<file path="src/rtl/cwc_pkg.sv">
package cwc_pkg;
  typedef enum logic [2:0] {
    ST_IDLE,
    ST_WMIN,
    ST_CHK,
    ST_WFIX,
    ST_TAIL
  } cwc_state_e;

  typedef enum logic [1:0] {
    CNT_KEEP,
    CNT_LOAD,
    CNT_DEC,
    CNT_CLR
  } cwc_cnt_op_e;
endpackage

</file>
<file path="src/rtl/cwc_step.sv">
module cwc_step #(
  parameter int MIN_GAP  = 2,
  parameter int MAX_GAP  = 4,
  parameter int FIX_GAP  = 2,
  parameter bit OPEN_END = 1'b0,
  parameter bit FREE_RUN = 1'b0,
  parameter int CNT_W    = 2
) (
  input  cwc_pkg::cwc_state_e  cur,
  input  logic                 cnt_zero,
  input  logic                 dis,
  input  logic                 trig,
  input  logic                 b_in,
  input  logic                 c_in,
  output cwc_pkg::cwc_state_e  nxt,
  output cwc_pkg::cwc_cnt_op_e op,
  output logic [CNT_W-1:0]     load_val,
  output logic                 pass_n,
  output logic                 fail_n
);
  import cwc_pkg::*;

  localparam bit SAME_EDGE = OPEN_END && (MIN_GAP == 0);
  localparam bit NO_WAIT   = (MIN_GAP <= 1);
  localparam int WIN_LD    = OPEN_END ? 0 : (MAX_GAP - MIN_GAP);
  localparam int MIN_LD    = (MIN_GAP >= 2) ? (MIN_GAP - 2) : 0;
  localparam int FIX_LD    = (FIX_GAP >= 2) ? (FIX_GAP - 2) : 0;

  logic start;
  logic matched;
  logic to_chk;

  assign start = FREE_RUN || trig;

  always_comb begin
    nxt      = cur;
    op       = CNT_KEEP;
    load_val = '0;
    pass_n   = 1'b0;
    fail_n   = 1'b0;
    matched  = 1'b0;
    to_chk   = 1'b0;

    case (cur)
      ST_IDLE: begin
        if (start) begin
          if (SAME_EDGE) begin
            if (b_in) matched = 1'b1;
            else begin
              nxt = ST_CHK;
              op  = CNT_CLR;
            end
          end else if (NO_WAIT) begin
            to_chk = 1'b1;
          end else begin
            nxt      = ST_WMIN;
            op       = CNT_LOAD;
            load_val = CNT_W'(MIN_LD);
          end
        end
      end
      ST_WMIN: begin
        if (cnt_zero) to_chk = 1'b1;
        else op = CNT_DEC;
      end
      ST_CHK: begin
        if (b_in) matched = 1'b1;
        else if (!OPEN_END) begin
          if (cnt_zero) begin
            fail_n = 1'b1;
            nxt    = ST_IDLE;
          end else begin
            op = CNT_DEC;
          end
        end
      end
      ST_WFIX: begin
        if (cnt_zero) nxt = ST_TAIL;
        else op = CNT_DEC;
      end
      ST_TAIL: begin
        pass_n = c_in;
        fail_n = !c_in;
        nxt    = ST_IDLE;
      end
      default: nxt = ST_IDLE;
    endcase

    if (to_chk) begin
      nxt      = ST_CHK;
      op       = CNT_LOAD;
      load_val = CNT_W'(WIN_LD);
    end

    if (matched) begin
      if (FIX_GAP == 0) begin
        nxt    = ST_IDLE;
        pass_n = 1'b1;
      end else if (FIX_GAP == 1) begin
        nxt = ST_TAIL;
      end else begin
        nxt      = ST_WFIX;
        op       = CNT_LOAD;
        load_val = CNT_W'(FIX_LD);
      end
    end

    if (dis) begin
      nxt    = ST_IDLE;
      op     = CNT_CLR;
      pass_n = 1'b0;
      fail_n = 1'b0;
    end
  end
endmodule

</file>
<file path="config.mk">
export PLATFORM = sky130hd
export DESIGN_NAME = cwc_step
export DESIGN_NICKNAME = d
export VERILOG_FILES = /design/src/rtl/cwc_pkg.sv /design/src/rtl/cwc_step.sv
export SDC_FILE = /design/constraint.sdc
export NUM_CORES = 1
export LEC_CHECK = 0
export ABC_CLOCK_PERIOD_IN_PS = 1900
export BUFFER_PORTS_ARGS = -buffer_cell sky130_fd_sc_hd__buf_4
export CAP_MARGIN = 20
export CORE_AREA = 2 2 39 41
export DETAILED_ROUTE_END_ITERATION = 7
export DIE_AREA = 0 0 41 43
export MAX_ROUTING_LAYER = met4
export PLACE_DENSITY = 0.37
export SLEW_MARGIN = 20
export SYNTH_ARGS = -nofsm -noshare
export SYNTH_HDL_FRONTEND = slang
export SYNTH_SLANG_ARGS = --single-unit
export TNS_END_PERCENT = 1
</file>
<file path="constraint.sdc">
create_clock -name vclk -period 1.9
set_input_delay 0.285 -clock vclk [all_inputs]
set_output_delay 0.285 -clock vclk [all_outputs]
set_load 0.01 [all_outputs]
</file>
Word-level counts from Yosys, hierarchy flattened
Cells that the tools add are included.
Widths: inputs -> output; s select.
{"block": "op_classes", "eq_ne": 4, "muxes": 26, "reduce_logical": 3}
{"operator": "$mux 3", "count": 7}
{"operator": "$mux 2", "count": 7}
{"operator": "$pmux 3 s4", "count": 1}
{"operator": "$mux 1", "count": 9}
{"operator": "$eq 3x2->1 const B", "count": 2}
{"operator": "$pmux 2 s3", "count": 1}
{"operator": "$eq 3x1->1 const B", "count": 1}
{"operator": "$eq 3x3->1 const B", "count": 1}
{"operator": "$logic_not 3->1", "count": 1}
{"operator": "$pmux 1 s2", "count": 1}
{"operator": "$reduce_or 2->1", "count": 1}
{"operator": "$logic_not 1->1", "count": 1}
{"block": "totals", "reg_bits": 0, "in_bits": 8, "output_inout_bits": 9, "elab_cells": 33}

Logic depth before layout (Yosys ltp)
{"block": "logic_depth", "depth_word": 6, "ltp_mapped": 4, "mapped_depth_nobuf": 3}

Least setup slack after synthesis
Ideal clock, no wire load.
{"block": "synth_timing", "kind": "input to output", "start": "input cur[1]", "end": "output op[0]", "t_arrival_ns": 1.030, "required_time_ns": 1.615, "setup_slack_ns": 0.585, "path_stages": 4, "n_path_buf": 1, "cell_sequence": "buf_6 -> mux2i_1 -> nor3_1 -> or3_1"}
{"block": "synth_via", "elab_chain_len": 6, "elab_cells_between_ends": 11, "cone_classes": "eq/ne (3); mux (6); reduce/logical (2)"}
{"element": "start, declared", "line_no": "cwc_step.sv:9", "source": "input cwc_pkg::cwc_state_e cur,"}
{"element": "$eq 3x2->1 / $eq 3x1->1 (equally long branches)", "line_no": "cwc_step.sv:44", "source": "case (cur)"}
{"element": "$reduce_or 2->1 (no line)"}
{"element": "$pmux 2 s3", "line_no": "cwc_step.sv:44"}
{"element": "$mux 2", "line_no": "cwc_step.sv:89", "source": "if (to_chk) begin"}
{"element": "$mux 2 *", "line_no": "cwc_step.sv:95", "source": "if (matched) begin"}
{"element": "$mux 2 *", "line_no": "cwc_step.sv:108", "source": "if (dis) begin"}
{"element": "end, declared", "line_no": "cwc_step.sv:16", "source": "output cwc_pkg::cwc_cnt_op_e op,"}
Every way passes the cells marked *; elsewhere a longest branch is shown, timed or not.

Worst setup path after layout
Ends and elaborated chain as after synthesis.

==> summary.log <==
[global_route] residual overflow from global routing 0
[logic_synthesis] synth top area cells a21oi_1 16%, nor3_1 9.5%, nand2_1 9.5%
[final_layout] antenna diode instance count 0
[outcome] status finished, final reports clean
[power] Sw Ratio 49.6%
[drt] final antenna-violating net count 0
[clock_network] post-CTS resize count 0
[timing] hold violation total from the final report 0
[power] P_int 27.2 uW
[power] switching power summed over all nets 26.7 uW
[global_route] routing usage on met2 10.6%
[timing] number of slew-limit violations in the final report 0
[placed_design] total half-perimeter wirelength after legalization and detailed placement 433 um
[power] fraction of power consumed by combinational cells 100.0%
[global_route] met1 track demand over resource 9.81%
[power] Power per Cell Area 197 nW/um2
[final_layout] layout filler cell count 168
[power] sequential group share of total power 0%
[die] total die area 1760 um2
[global_route] maximum number of pins on one net before global-route repair 10
[critical_path] Crit Path Category primary input to primary output
[logic_synthesis] post-synthesis average cell area 5.63 um2
[global_route] initial antenna violation count 0
[timing] final worst-path cycle share 78.0%
[critical_path] CP Data Arrival Time 1.20 ns
[die] CORE AREA 1380 um2
[final_layout] count of nets after finishing 51
[power] Leak Pwr 0.135 nW
[final_layout] proportion of layout cells with a drive suffix above 1 39.0%
[logic_synthesis] Yosys top cell by area a21oi_1
[final_layout] clock buffer count 0
[logic_synthesis] top-count cell post-synth a21oi_1
[final_layout] Synth-to-Final Area Change 73.8%
[power] clock power share 0%
[timing] Final setup viols 0
[global_route] overall track demand over capacity in global routing 6.76%
[drt] initial detailed-routing violation count 3
[final_layout] core utilization of the finished layout 19.8%
[clock_network] postcts setup bufs 0
[hold_path] source of the worst hold timing path cur[0]
[logic_synthesis] Syn Std Cell Area 158 um2
[global_route] most heavily used metal layer in global routing met2
[final_layout] number of sequential storage elements 0
[timing] setup slack of the critical path after layout 0.418 ns
[timing] post-route minimum period 1.48 ns
[timing] Setup Total Neg Slack 0 ns
[logic_synthesis] number of distinct library cells after synthesis 15
[critical_path] critical path capture point type primary output
[die] Die Wd 41 um
[global_route] met3 Use GR 0.524%
[global_route] via count of the first global-routing pass 211
[hold_path] Worst Hold Class primary input to primary output
[timing] achievable frequency 675 MHz
[placed_design] Setup Slack @ Placement 0.408 ns
[die] total number of placement rows 14
[logic_synthesis] number of nets in the synthesized netlist 36
[die] effective utilization at floorplan 11.4%
[logic_synthesis] most used standard cells in the synthesized netlist 5 x a21oi_1, 4 x nand2_1, 3 x inv_1, 3 x nor3_1
[timing] RSZ-0062 raised after global routing no
[logic_synthesis] synthesized instance count 28
[drt] WL per Instance 9.58 um
[critical_path] Worst EP required 1.62 ns
[drt] DRC Markers 0
[critical_path] worst setup path startpoint cur[1]
[placed_design] # port buffers 16
[critical_path] maximum fanout along the worst path 9
[die] I/O pins 17
[logic_synthesis] post-synth top area share 15.9%
[die] Die Ht 43 um
[drt] vias per cell 3.91
[power] maximum resistive drop on vdd 0.0000605 V
[critical_path] crit start category primary input
[logic_synthesis] sequential share of the synthesized area 0%
[drt] Vias 223
[global_route] wire length of the first global-routing pass 869 um
[drt] number of detailed-routing iterations run before antenna repair 2
[logic_synthesis] synth warn 0
[run] max-capacitance violation count 0
[drt] Total Wirelength 546 um
[clock_network] Hold Buf Count CTS 0
[placed_design] final weighted congestion in routability-driven placement 0.723
[final_layout] Storage cell area 0 um2
==> per-layer routing <==
layer	wire (um)	part of all wire, %	vias to the layer above
li1	-	-	122
met1	249	46	93
met2	266	49	8
met3	30	5.5	0
met4	0	0	0
met5	0	0	-
==> final timing paths <==
| kind | to | depth (start not counted) |
|---|---|---|
| setup / recovery | op[0] | 5 |
| hold / removal | pass_n | 3 |
==> per-stage QoR <==
step                power [mW]  hold WS (ns)  area [um2]  cells
finish                  0.0539         0.878         274     57
CTS                     0.0546         0.881         274     57
floorplan               0.0276         0.621         158     28
global placement        0.0551         0.885         274     57
detailed placement      0.0545         0.879         274     57
global route            0.0605         0.894         274     57
==> logic make-up (layout without fill, tap and decap cells) <==
family	count (synthesis)	in the layout	synth area share, %
AOI/OAI and AO/OA	6	6	20.6
and+or+nand+nor	14	14	48.4
other	1	1	2.38
buffers and inverters	6	19	22.2
muxes	1	1	6.35
==> critical path, cell delays in order <==
cell and delay, ns:
buf_4 0.13, mux2i_1 0.23, nor3_1 0.06, or3_1 0.34
buf_4 0.15
==> cells in the final DEF, fill, tap and decap left out <==
master   instances
mux2i_1          1
nor3_1           3
inv_1            3
buf_4           16
nor3b_1          2
conb_1           1
nor4_1           2
nand2_1          4
nor2_1           1
o31ai_1          1
a21oi_1          5
nor4b_1          1
or3_1            1
==> cell type report <==
class	instances	area, um2	share of cell area [%]
multi-input cells	22	123	44.7
well taps	16	20.0	7.31
repair buffers	16	120	43.8
inverters	3	11.3	4.11
==> power by group through the flow <==
stage	registers [mW]	logic, mW	clock network, mW
6_report	0	0.0539	0
5_1_grt	0	0.0605	0
4_1_cts	0	0.0546	0
3_5_place_dp	0	0.0545	0
3_3_place_gp	0	0.0551	0
2_1_floorplan	0	0.0276	0
Power figures use the tool's default switching activity.
